--- config.mk ---
export PLATFORM = sky130hd
export DESIGN_NAME = iopc_datapath
export DESIGN_NICKNAME = d
export VERILOG_FILES = /design/src/rtl/iopc_pkg.sv /design/src/rtl/iopc_datapath.sv
export SDC_FILE = /design/constraint.sdc
export NUM_CORES = 1
export LEC_CHECK = 0
export BUFFER_PORTS_ARGS = -buffer_cell sky130_fd_sc_hd__buf_2
export CELL_PAD_IN_SITES_DETAIL_PLACEMENT = 0
export CELL_PAD_IN_SITES_GLOBAL_PLACEMENT = 2
export CORE_ASPECT_RATIO = 0.6
export CORE_MARGIN = 3
export CORE_UTILIZATION = 39
export CTS_BUF_LIST = sky130_fd_sc_hd__clkbuf_8
export CTS_CLUSTER_DIAMETER = 200
export DETAILED_ROUTE_END_ITERATION = 8
export HOLD_SLACK_MARGIN = 0.1
export PLACE_DENSITY = 0.95
export RECOVER_POWER = 100
export SLEW_MARGIN = 25
export SYNTH_ARGS = -nofsm -noshare
export SYNTH_HDL_FRONTEND = slang
export SYNTH_SLANG_ARGS = --single-unit
--- constraint.sdc ---
create_clock -name clk -period 7.9 [get_ports clk]
set_input_delay 0.395 -clock clk [delete_from_list [all_inputs] [get_ports clk]]
set_output_delay 0.395 -clock clk [all_outputs]
set_load 0.02 [all_outputs]
--- src/rtl/iopc_pkg.sv ---
package iopc_pkg;

  typedef enum logic [2:0] {
    S_IDLE,
    S_DESC,
    S_RD_MAP,
    S_BOUND,
    S_RD_BITS,
    S_TEST
  } state_e;

  // Control-to-datapath strobes
  typedef struct packed {
    logic latch;    // capture request and descriptor
    logic capMap;   // capture bitmap start offset and form byte offset
    logic capWord;  // capture the bitmap word
    logic selBits;  // address the bitmap word instead of the offset field
  } strobe_t;

  localparam logic [3:0] SEG_TYPE_OK = 4'b1001;
  localparam int unsigned MIN_LIMIT   = 103;
  localparam int unsigned MAP_PTR_OFS = 'h66;

endpackage

--- src/rtl/iopc_datapath.sv ---
module iopc_datapath
  import iopc_pkg::*;
#(
  parameter int ADDR_W  = 32,
  parameter int LIMIT_W = 32,
  parameter int PORT_W  = 16,
  parameter int DATA_W  = 16
) (
  input  logic               clk,
  input  logic               rstN,
  input  strobe_t            stb,
  input  logic [PORT_W-1:0]  portNum,
  input  logic [1:0]         accSize,
  input  logic               segPresent,
  input  logic [3:0]         segType,
  input  logic [ADDR_W-1:0]  segBase,
  input  logic [LIMIT_W-1:0] segLimit,
  input  logic [DATA_W-1:0]  memData,
  output logic [ADDR_W-1:0]  memAddr,
  output logic               descOk,
  output logic               boundOk,
  output logic               bitsClear
);

  localparam int IDX_W = PORT_W - 3;
  localparam int OFF_W = ((DATA_W > IDX_W) ? DATA_W : IDX_W) + 1;
  localparam int CMP_W = ((LIMIT_W > OFF_W) ? LIMIT_W : OFF_W) + 1;

  logic [PORT_W-1:0]  portQ;
  logic [1:0]         sizeQ;
  logic               presQ;
  logic [3:0]         typeQ;
  logic [ADDR_W-1:0]  baseQ;
  logic [LIMIT_W-1:0] limitQ;
  logic [OFF_W-1:0]   offQ;
  logic [DATA_W-1:0]  wordQ;

  always_ff @(posedge clk or negedge rstN) begin
    if (!rstN) begin
      portQ  <= '0;
      sizeQ  <= '0;
      presQ  <= 1'b0;
      typeQ  <= '0;
      baseQ  <= '0;
      limitQ <= '0;
      offQ   <= '0;
      wordQ  <= '0;
    end else begin
      if (stb.latch) begin
        portQ  <= portNum;
        sizeQ  <= accSize;
        presQ  <= segPresent;
        typeQ  <= segType;
        baseQ  <= segBase;
        limitQ <= segLimit;
      end
      if (stb.capMap) begin
        offQ <= OFF_W'(memData) + OFF_W'(portQ[PORT_W-1:3]);
      end
      if (stb.capWord) begin
        wordQ <= memData;
      end
    end
  end

  assign descOk  = presQ && (typeQ == SEG_TYPE_OK) &&
                   (limitQ >= LIMIT_W'(MIN_LIMIT));
  assign boundOk = (CMP_W'(offQ) + CMP_W'(1)) <= CMP_W'(limitQ);
  assign memAddr = baseQ + (stb.selBits ? ADDR_W'(offQ) : ADDR_W'(MAP_PTR_OFS));

  logic [DATA_W-1:0] shifted;
  logic [3:0]        sizeMask;

  always_comb begin
    shifted = wordQ >> portQ[2:0];
    case (sizeQ)
      2'b00:   sizeMask = 4'b0001;
      2'b01:   sizeMask = 4'b0011;
      default: sizeMask = 4'b1111;
    endcase
  end

  assign bitsClear = (shifted[3:0] & sizeMask) == 4'b0000;

endmodule

* Word-level counts from Yosys, hierarchy flattened
Index checks and enable logic that the tools add are counted.
W data, S select, Z words.
** Storage, ports and cells
- Register bits after elaboration :: 120
- Latch bits :: 0
- Bits in writable memories :: 0
- Bits in read-only memories :: 0
- Output and inout bits :: 35
- Word-level logic and storage cells :: 23
- Memories :: 0
** Operators by class
- $add $sub $neg :: 3
- Multipliers :: 0
- Div/mod/pow operators :: 0
- Order comparisons :: 2
- Equality and inequality tests :: 2
- Shift-type cells :: 1
- Mux-type cells :: 2
- Bitwise logic cells :: 1
- Reduce and logical (&&, ||, !) cells :: 4
** Operators with widths (number)
- $add A32 B17 Y32 :: 1
- $ge A32 B7 Y1 const B :: 1
- $le A18 B32 Y1 :: 1
- $add A17 B1 Y18 const B :: 1
- $add A16 B13 Y17 :: 1
- $mux W17 :: 1
- $shr A16 B3 Y4 :: 1
- $pmux W4 S2 :: 1
- $and A4 B4 Y4 :: 1
- $eq A4 B4 Y1 const B :: 1
- $logic_not A4 Y1 :: 1
- $eq A2 B1 Y1 const B :: 1
- $logic_and A1 B1 Y1 :: 2
- $logic_not A2 Y1 :: 1

* Longest topological paths before layout
Gate-level depths: netlist (run 1).
- Depth in word-level cells :: 4
- Depth in mapped cells :: 13

* Least setup slack after synthesis (run 1)
Ideal clock, no wire load.
- Kind :: register to output
- Start point :: register offQ[0]
- End point :: output boundOk
- Data arrival time :: 2583 ps
- Required time :: 7505 ps
- Slack :: 4922 ps
- Cell stages (with the launch flop) :: 14
- Cells stage by stage :: dfrtp_1 > ha_1 > inv_1 > nor2_1 > and4_1 > and4_1 > nand2_1 > xnor2_1 > ha_1 > nand4_1 > or2_2 > nor4_1 > nor3_1 > o31ai_1
** Between the ends
- Cells in the longest elaborated chain, start to end :: 2
** RTL lines
- start, declared :: line iopc_datapath.sv:35 : logic [OFF_W-1:0] offQ;
- start signal, assigned :: line iopc_datapath.sv:58 : offQ <= OFF_W'(memData) + OFF_W'(portQ[PORT_W-1:3]);
- $add A17 B1 Y18 :: line iopc_datapath.sv:68 : assign boundOk = (CMP_W'(offQ) + CMP_W'(1)) <= CMP_W'(limitQ);
- $le A18 B32 Y1 :: line iopc_datapath.sv:68
- end, declared :: line iopc_datapath.sv:21 : output logic boundOk,
No other way between the ends.

* Worst setup path after layout (run 1)
- Start point :: input stb[3] (netlist name)
- End point :: register portQ[13]
** RTL lines
- start, declared :: line iopc_datapath.sv:11 : input strobe_t stb,
- end signal, assigned :: line iopc_datapath.sv:50 : portQ <= portNum;
- end, declared :: line iopc_datapath.sv:29 : logic [PORT_W-1:0] portQ;
No word-level cell between the ends.

==> results.ini, run 1 <==
[timing]
tightest_slew_ns = 2.808
setup_violations = 0
rsz0062_at_grt = false
fmax_mhz = 237.4
finClkSkew_ns = 0.01431
hold_viol = 0
fin_crit_ns = 4.213
final.period_utilization_pct = 53.33
setup-tns-final_ns = 0
relSlewSlack_pct = -87.17
final-max-slew-violation-count = 164

[die]
io_pins = 144
core_area_um2 = 17450
num_rows = 37
dieArea_um2 = 19830
die_w_um = 179.8
die_y_um = 110.3
start_util_pct = 40.50

[min_path]
min_from = segLimit[9]
hold_depth = 3
min_to = limitQ[9]$_DFFE_PN0P_
hp-class = in2reg

[synth]
yosysMostFrequentCell = dfrtp_1
yosys-top-cells-count = dfrtp_1 (115), mux2_2 (85), ha_1 (49), nand2_1 (49), o21ai_0 (41)
syn_nets = 844
seq_area_frac_synth_pct = 40.72
syn_inst = 684
synth_flop_cell = dfrtp_1
synth_top_area_share_pct = 40.72
yosys.area.top_type = dfrtp_1
ys_ff_latch = 115
synth-edff-count = 0
synthArstFlopShare_pct = 100.0
synth_area_per_cell_um2 = 10.33
synth.area.top_cells = dfrtp_1 (41%), mux2_2 (14%), ha_1 (8.7%), xnor2_1 (4.6%), o21ai_0 (2.9%)
synth_area_um2 = 7068
yosysWarnings = 0
synth_cell_types = 64

[power]
power_mw = 1.926
powerDensity_nw_per_um2 = 231.8
p_leak_nw = 3.745
peakVddDrop_mv = 0.09379

[cts]
cts_max_level = 4
root_buffer = clkbuf_8
clk_pin_slew_ns = 0.08
numCtsBuffers = 17
cts_resized = 0
insertion_delay_ns = 0.45
cts.sinks = 115
cts_tree = yes
cts_buffer_depth = 2

[place]
io_buffers = 143
dp_hpwl_mm = 14.32
gp_congestion = 0.8714

[setup_path]
cp-start-kind = primary input
path_max_fanout = 59
cp_common_cell = clkbuf_1
max_stage_delay_ns = 1.87
critical_path.top_delay_family = buffers and inverters
crit_type = in2reg
required_ns = 8.23
r2r_end = offQ[13]$_DFFE_PN0P_
rr_startpoint = portQ[9]$_DFFE_PN0P_
endpoint_kind = register
regToRegSetupSlack_ns = 5.44
crit_arrival_ns = 4.54
cp_num_buf_inv = 2
reg2regPathDepth = 7
crit_path_cell_trace = clkbuf_1, clkbuf_1, mux2_2
cp_slowest_cell = clkbuf_1

[routing]
wl_met1_mm = 10.18
drt-pass1-iter-count = 4
met3_length_mm = 1.227
drcViolationCount = 0
routed.top_layer = met4
wl_met2_mm = 6.732
vias_per_cell = 5.255
ant_nets = 0
wl_per_cell_um = 17.03
vias = 5644
drt_iter0_drc = 415
routed_wl_mm = 18.29

[cells_and_area]
syn2layout_area_growth_pct = 17.53
layout.nets = 988
drive_gt1_share_pct = 27.50
diodes = 0

[global_routing]
grtUsageTotal_pct = 18.68
grt_pass1_wl_mm = 29.19
grt_max_degree = 65
grt_pass1_vias = 5440
antenna_found_initial = 0
gr-total-overflow = 0

[run_status]
status = finished, violations left
violations = max-capacitance violations, max-slew violations

[job]
max-cap-violations = 3

-- sequential cells by signal, indices dropped and copies added (netlist names) --
signal,flops
baseQ,32
limitQ,32
offQ,17
portQ,16
wordQ,11
typeQ,4
sizeQ,2
presQ,1
-- cell families (layout without fill, tap and decap cells) --
group / after synthesis / count (layout) / share of synthesized area, %
AO/OA/AOI/OAI: 162 / 162 / 15.24
AND/OR/NAND/NOR: 162 / 162 / 11.54
flip-flops: 115 / 115 / 40.72
multiplexers: 85 / 85 / 13.54
buffers and inverters: 56 / 212 / 3.151
XOR/XNOR: 53 / 53 / 6.567
adder cells (fa/ha/maj): 51 / 51 / 9.241
-- through the flow --
step	hold slack, ns	instances	util [%]	setup slack [ns]	area, um2
final	0.1471	1074	47.59	3.687	8307
after global routing	0.1286	1074	47.59	3.122	8307
after CTS	0.1205	1074	48.08	3.987	8391
after detailed placement	0.4686	1042	45.87	4.497	8005
after global placement	0.4750	1042	45.87	4.569	8005
after floorplan	0.09941	684	-	4.922	7068
-- repair_timing --
item | CTS | global route
endpoints found under the hold margin | 51 | 0
hold buffers | 1 | 0
buffers inserted | 0 | 0
-- cell type report --
type                            count  area [um2]
Tap cell                          234       292.8
Multi-Input combinational cell    513        3935
Inverter                           35       131.4
Clock buffer                       17       234.0
Clock inverter                     14       141.4
Fill cell                        1695        9146
Sequential cell                   115        2878
Timing Repair Buffer              146       694.4
-- worst register-to-register path: cells and delay by family (launching register included) --
kind / cells / cell delay, ns
AO/OA/AOI/OAI: 3 / 1.11
XOR/XNOR: 1 / 0.16
adder cells (fa/ha/maj): 1 / 0.36
flip-flops: 1 / 0.38
multiplexers: 1 / 0.26
AND/OR/NAND/NOR: 1 / 0.07
-- per-layer routing --
metal | vias to the layer above | global-route usage [%]
met5 | - | 0
met4 | 0 | 4.964
met3 | 16 | 5.148
met2 | 181 | 24.07
met1 | 2676 | 29.72
li1 | 2771 | -
-- worst max-delay path by stage --
| stage | start | endpoint | slack [ns] | cells after the start |
|---|---|---|---|---|
| 5_1_grt | stb[3] | limitQ[2]$_DFFE_PN0P_ | 3.12 | 4 |
| 2_1_floorplan | offQ[0]$_DFFE_PN0P_ | boundOk | 4.92 | 13 |
| 6_report | stb[3] | portQ[13]$_DFFE_PN0P_ | 3.69 | 3 |
| 3_5_place_dp | offQ[0]$_DFFE_PN0P_ | boundOk | 4.50 | 14 |
| 4_1_cts | offQ[0]$_DFFE_PN0P_ | boundOk | 3.99 | 14 |
| 3_3_place_gp | stb[0] | memAddr[22] | 4.57 | 11 |
-- report_power, final --
group	switching, mW	total, mW	internal (mW)	leakage (nW)
Clock	0.256	0.531	0.275	0.171
Combinational	0.375	0.654	0.279	2.22
Sequential	0.0816	0.741	0.659	1.36
-- cells in the final DEF (no fill, tap or decap), types with 3 or more instances in the layout --
cell type and n:
dfrtp_1 115, buf_2 109, mux2_2 85, nand2_1 49, ha_1 49, o21ai_0 42, a21oi_1 38, xnor2_1 37
clkbuf_1 35, inv_1 34, nor2_1 26, clkbuf_8 17, nand3_1 16, xor2_1 16, a21o_1 16, and2_1 14
nand4_1 11, and3_1 9, a211oi_1 8, o21a_1 8, nand2b_1 7, nor2b_1 7, clkinvlp_4 7, nor3_1 6
nor4_1 6, o211ai_1 5, o31ai_1 5, and4_1 4, o21bai_1 4, o21ai_1 4, a31oi_1 4, clkinv_2 4
o2bb2ai_1 3, a221o_1 3
Power figures use the tool's default switching activity.
==> run 2: changes to the inputs <==
Settings changed: CORE_UTILIZATION 39 to 36, PLACE_DENSITY 0.95 to 0.92.
Clock period 7.9 ns to 4.2 ns, I/O delays scaled along.
==> run 2 against run 1 <==
Effect of this change: the flow still finishes with violations (max-capacitance violations, max-slew violations); clock skew decreased by 0.0026 ns; first-iteration DRC count decreased by 16%; count of clock-buffer cells in the layout increased by 6; setup slack got worse by 3.3 ns; sequential cell count unchanged; die area increased by 8.0%; power increased by 89%; utilization increased by 1.4 points; sequential power increased by 88%; clock power increased by 75%; design area increased by 13%; critical endpoint is now boundOk.
==> results.ini, run 2 (synthesis gave the netlist of run 1 again) <==
[run_status]
status = finished, violations left
violations = max-capacitance violations, max-slew violations

[cells_and_area]
nFillCells = 1866  ; +10%
design_area_um2 = 9364  ; +13%
final_common_cell = dfrtp_1
layout_common_cells = dfrtp_1 (115), buf_2 (105), dlygate4sd3_1 (103), mux2_2 (85)
syn2layout_area_growth_pct = 32.48
reg.largest.list = baseQ x32, limitQ x32, offQ x17
layout.nets = 1092  ; +11%
drive_gt1_share_pct = 23.97  ; -3.5 points

[global_routing]
grt_pass1_wl_mm = 32.12  ; +10%
grt_max_degree = 56  ; -14%
gr-total-overflow = 0  ; unchanged
antenna_found_initial = 0  ; unchanged
grt_pass1_vias = 5948  ; +9.3%
grtUsageTotal_pct = 19.07  ; +0.38 points

[setup_path]
cp_num_buf_inv = 2  ; unchanged
critical_path.top_delay_family = simple AND/OR/NAND/NOR gates
path_max_fanout = 6  ; -90%
crit_type = reg2out
cp.depth = 14  ; +11
required_ns = 3.99  ; -4.24 ns
rr_startpoint = portQ[9]$_DFFE_PN0P_
r2r_end = offQ[15]$_DFFE_PN0P_
reg2regPathDepth = 8  ; +1
cp_slowest_cell = dfrtp_1
crit_arrival_ns = 3.59  ; -0.95 ns
regToRegSetupSlack_ns = 1.53  ; -3.91 ns
max_stage_delay_ns = 0.47  ; -1.40 ns
crit_path_cell_trace = ha_1, inv_1, nor2_1, and4_1, and4_1, nand2_1, xnor2_1, ha_1, nand4_1, or2_2, nor4_1, nor3_1, o31ai_1, clkbuf_1
cp-start-kind = register
endpoint_kind = output port

[timing]
finClkSkew_ns = 0.01172  ; -0.002584 ns
fmax_mhz = 262.9
fin_crit_ns = 3.803
final-max-slew-violation-count = 107  ; -35%
rsz0062_at_grt = false
relSlewSlack_pct = -84.40  ; +2.8 points
setup_violations = 0  ; unchanged
hold_viol = 0  ; unchanged
final.period_utilization_pct = 90.55
setup-tns-final_ns = 0  ; unchanged
tightest_slew_ns = 2.766  ; -0.04151 ns

[cts]
hold_buffers = 103  ; +102
numCtsBuffers = 17  ; unchanged
insertion_delay_ns = 0.45  ; about the same
cts.sinks = 115  ; unchanged
cts_resized = 0  ; unchanged
root_buffer = clkbuf_8
cts_max_level = 4  ; unchanged
cts_buffer_depth = 2  ; unchanged
cts_tree = yes
clk_pin_slew_ns = 0.07  ; about the same
cts_setup_buffers = 0  ; unchanged

[die]
core_area_um2 = 19130  ; +9.6%
die_w_um = 186.9  ; +3.9%
io_pins = 144  ; unchanged
dieArea_um2 = 21410  ; +8.0%
start_util_pct = 36.95  ; -3.5 points
die_y_um = 114.5  ; +3.9%
num_rows = 39  ; +5.4%

[min_path]
hold_depth = 3  ; unchanged
min_to = offQ[15]$_DFFE_PN0P_
min_from = memData[13]
hp-class = in2reg

[routing]
drt_iter0_drc = 350  ; -16%
ant_nets = 0  ; unchanged
drcViolationCount = 0  ; unchanged
wl_per_cell_um = 16.43  ; -3.5%
drt-pass1-iter-count = 4  ; unchanged
vias = 5969  ; +5.8%
vias_per_cell = 4.933  ; -6.1%
routed_wl_mm = 19.88  ; +8.7%

[power]
p_leak_nw = 4.188  ; +12%
powerDensity_nw_per_um2 = 388.5  ; +68%
peakVddDrop_mv = 0.1803  ; +92%

[job]
max-cap-violations = 2  ; -1

[place]
gp_congestion = 0.8926  ; +2.4%
dp_hpwl_mm = 14.58  ; +1.8%
place_area_um2 = 8060  ; +0.69%
io_buffers = 143  ; unchanged

==> run 2: cell types whose count changed in the layout (fill, tap and decap cells not counted), moves of 2 or more <==
cell,previous run,this run
inv_1,34,36
clkbuf_8,17,23
dlygate4sd3_1,1,103
buf_2,109,105
clkbuf_1,35,40
bufinv_16,2,0
clkbuf_2,0,2
clkinvlp_4,7,0
==> run 2: worst register-to-register path: cells and delay by family (launching register included) <==
kind,cells,cell delay (ns)
adders and majority gates,1,0.38
buffers and inverters,1,0.55
AOI/OAI and AO/OA,4,1.02
and+or+nand+nor,2,0.17
DFF,1,0.40
==> run 2: stage by stage <==
stage	instances	hold WS, ns	utilization, %	setup slack [ns]	total power, mW
2_1_floorplan	684	-0.08559	-	1.407	2.241
3_3_place_gp	1076	0.2866	42.14	1.075	2.660
3_5_place_dp	1076	0.2905	42.14	0.9567	2.665
4_1_cts	1209	0.1291	49.35	0.4533	3.691
5_1_grt	1209	0.1497	48.94	0.1217	3.881
6_report	1210	0.1566	48.95	0.3968	3.638
==> run 2: layout make-up <==
class                   instances  area [um2]  area share, %
inverters                      35       131.4          1.403
flip-flops and latches        115        2878          30.73
multi-input cells             513        3954          42.22
diodes                          1       2.502        0.02672
well taps                     266       332.8          3.554
repair buffers                250        1717          18.33
clock inverters                 7       32.53         0.3474
clock buffers                  23       316.6          3.381
==> run 2: worst max-delay path by stage <==
stage                        startpoint      end  slack (ns)
global route        offQ[0]$_DFFE_PN0P_  boundOk        0.12
CTS                 offQ[0]$_DFFE_PN0P_  boundOk        0.45
global placement    offQ[0]$_DFFE_PN0P_  boundOk        1.08
finish              offQ[0]$_DFFE_PN0P_  boundOk        0.40
floorplan           offQ[0]$_DFFE_PN0P_  boundOk        1.41
detailed placement  offQ[0]$_DFFE_PN0P_  boundOk        0.96
==> run 2: report_power, final <==
part / switching, mW / leakage [nW] / internal, mW
registers: 0.154 / 1.36 / 1.24
clock network: 0.444 / 0.196 / 0.486
logic: 0.727 / 2.64 / 0.585
total: 1.33 / 4.19 / 2.31
==> run 2: per-layer routing <==
layer	up-vias	global-route usage [%]	part of all wire, %
met5	-	0	0
met4	0	4.127	0.79
met3	14	5.414	5.3
met2	144	26.61	40
met1	2840	28.99	54
li1	2971	-	-
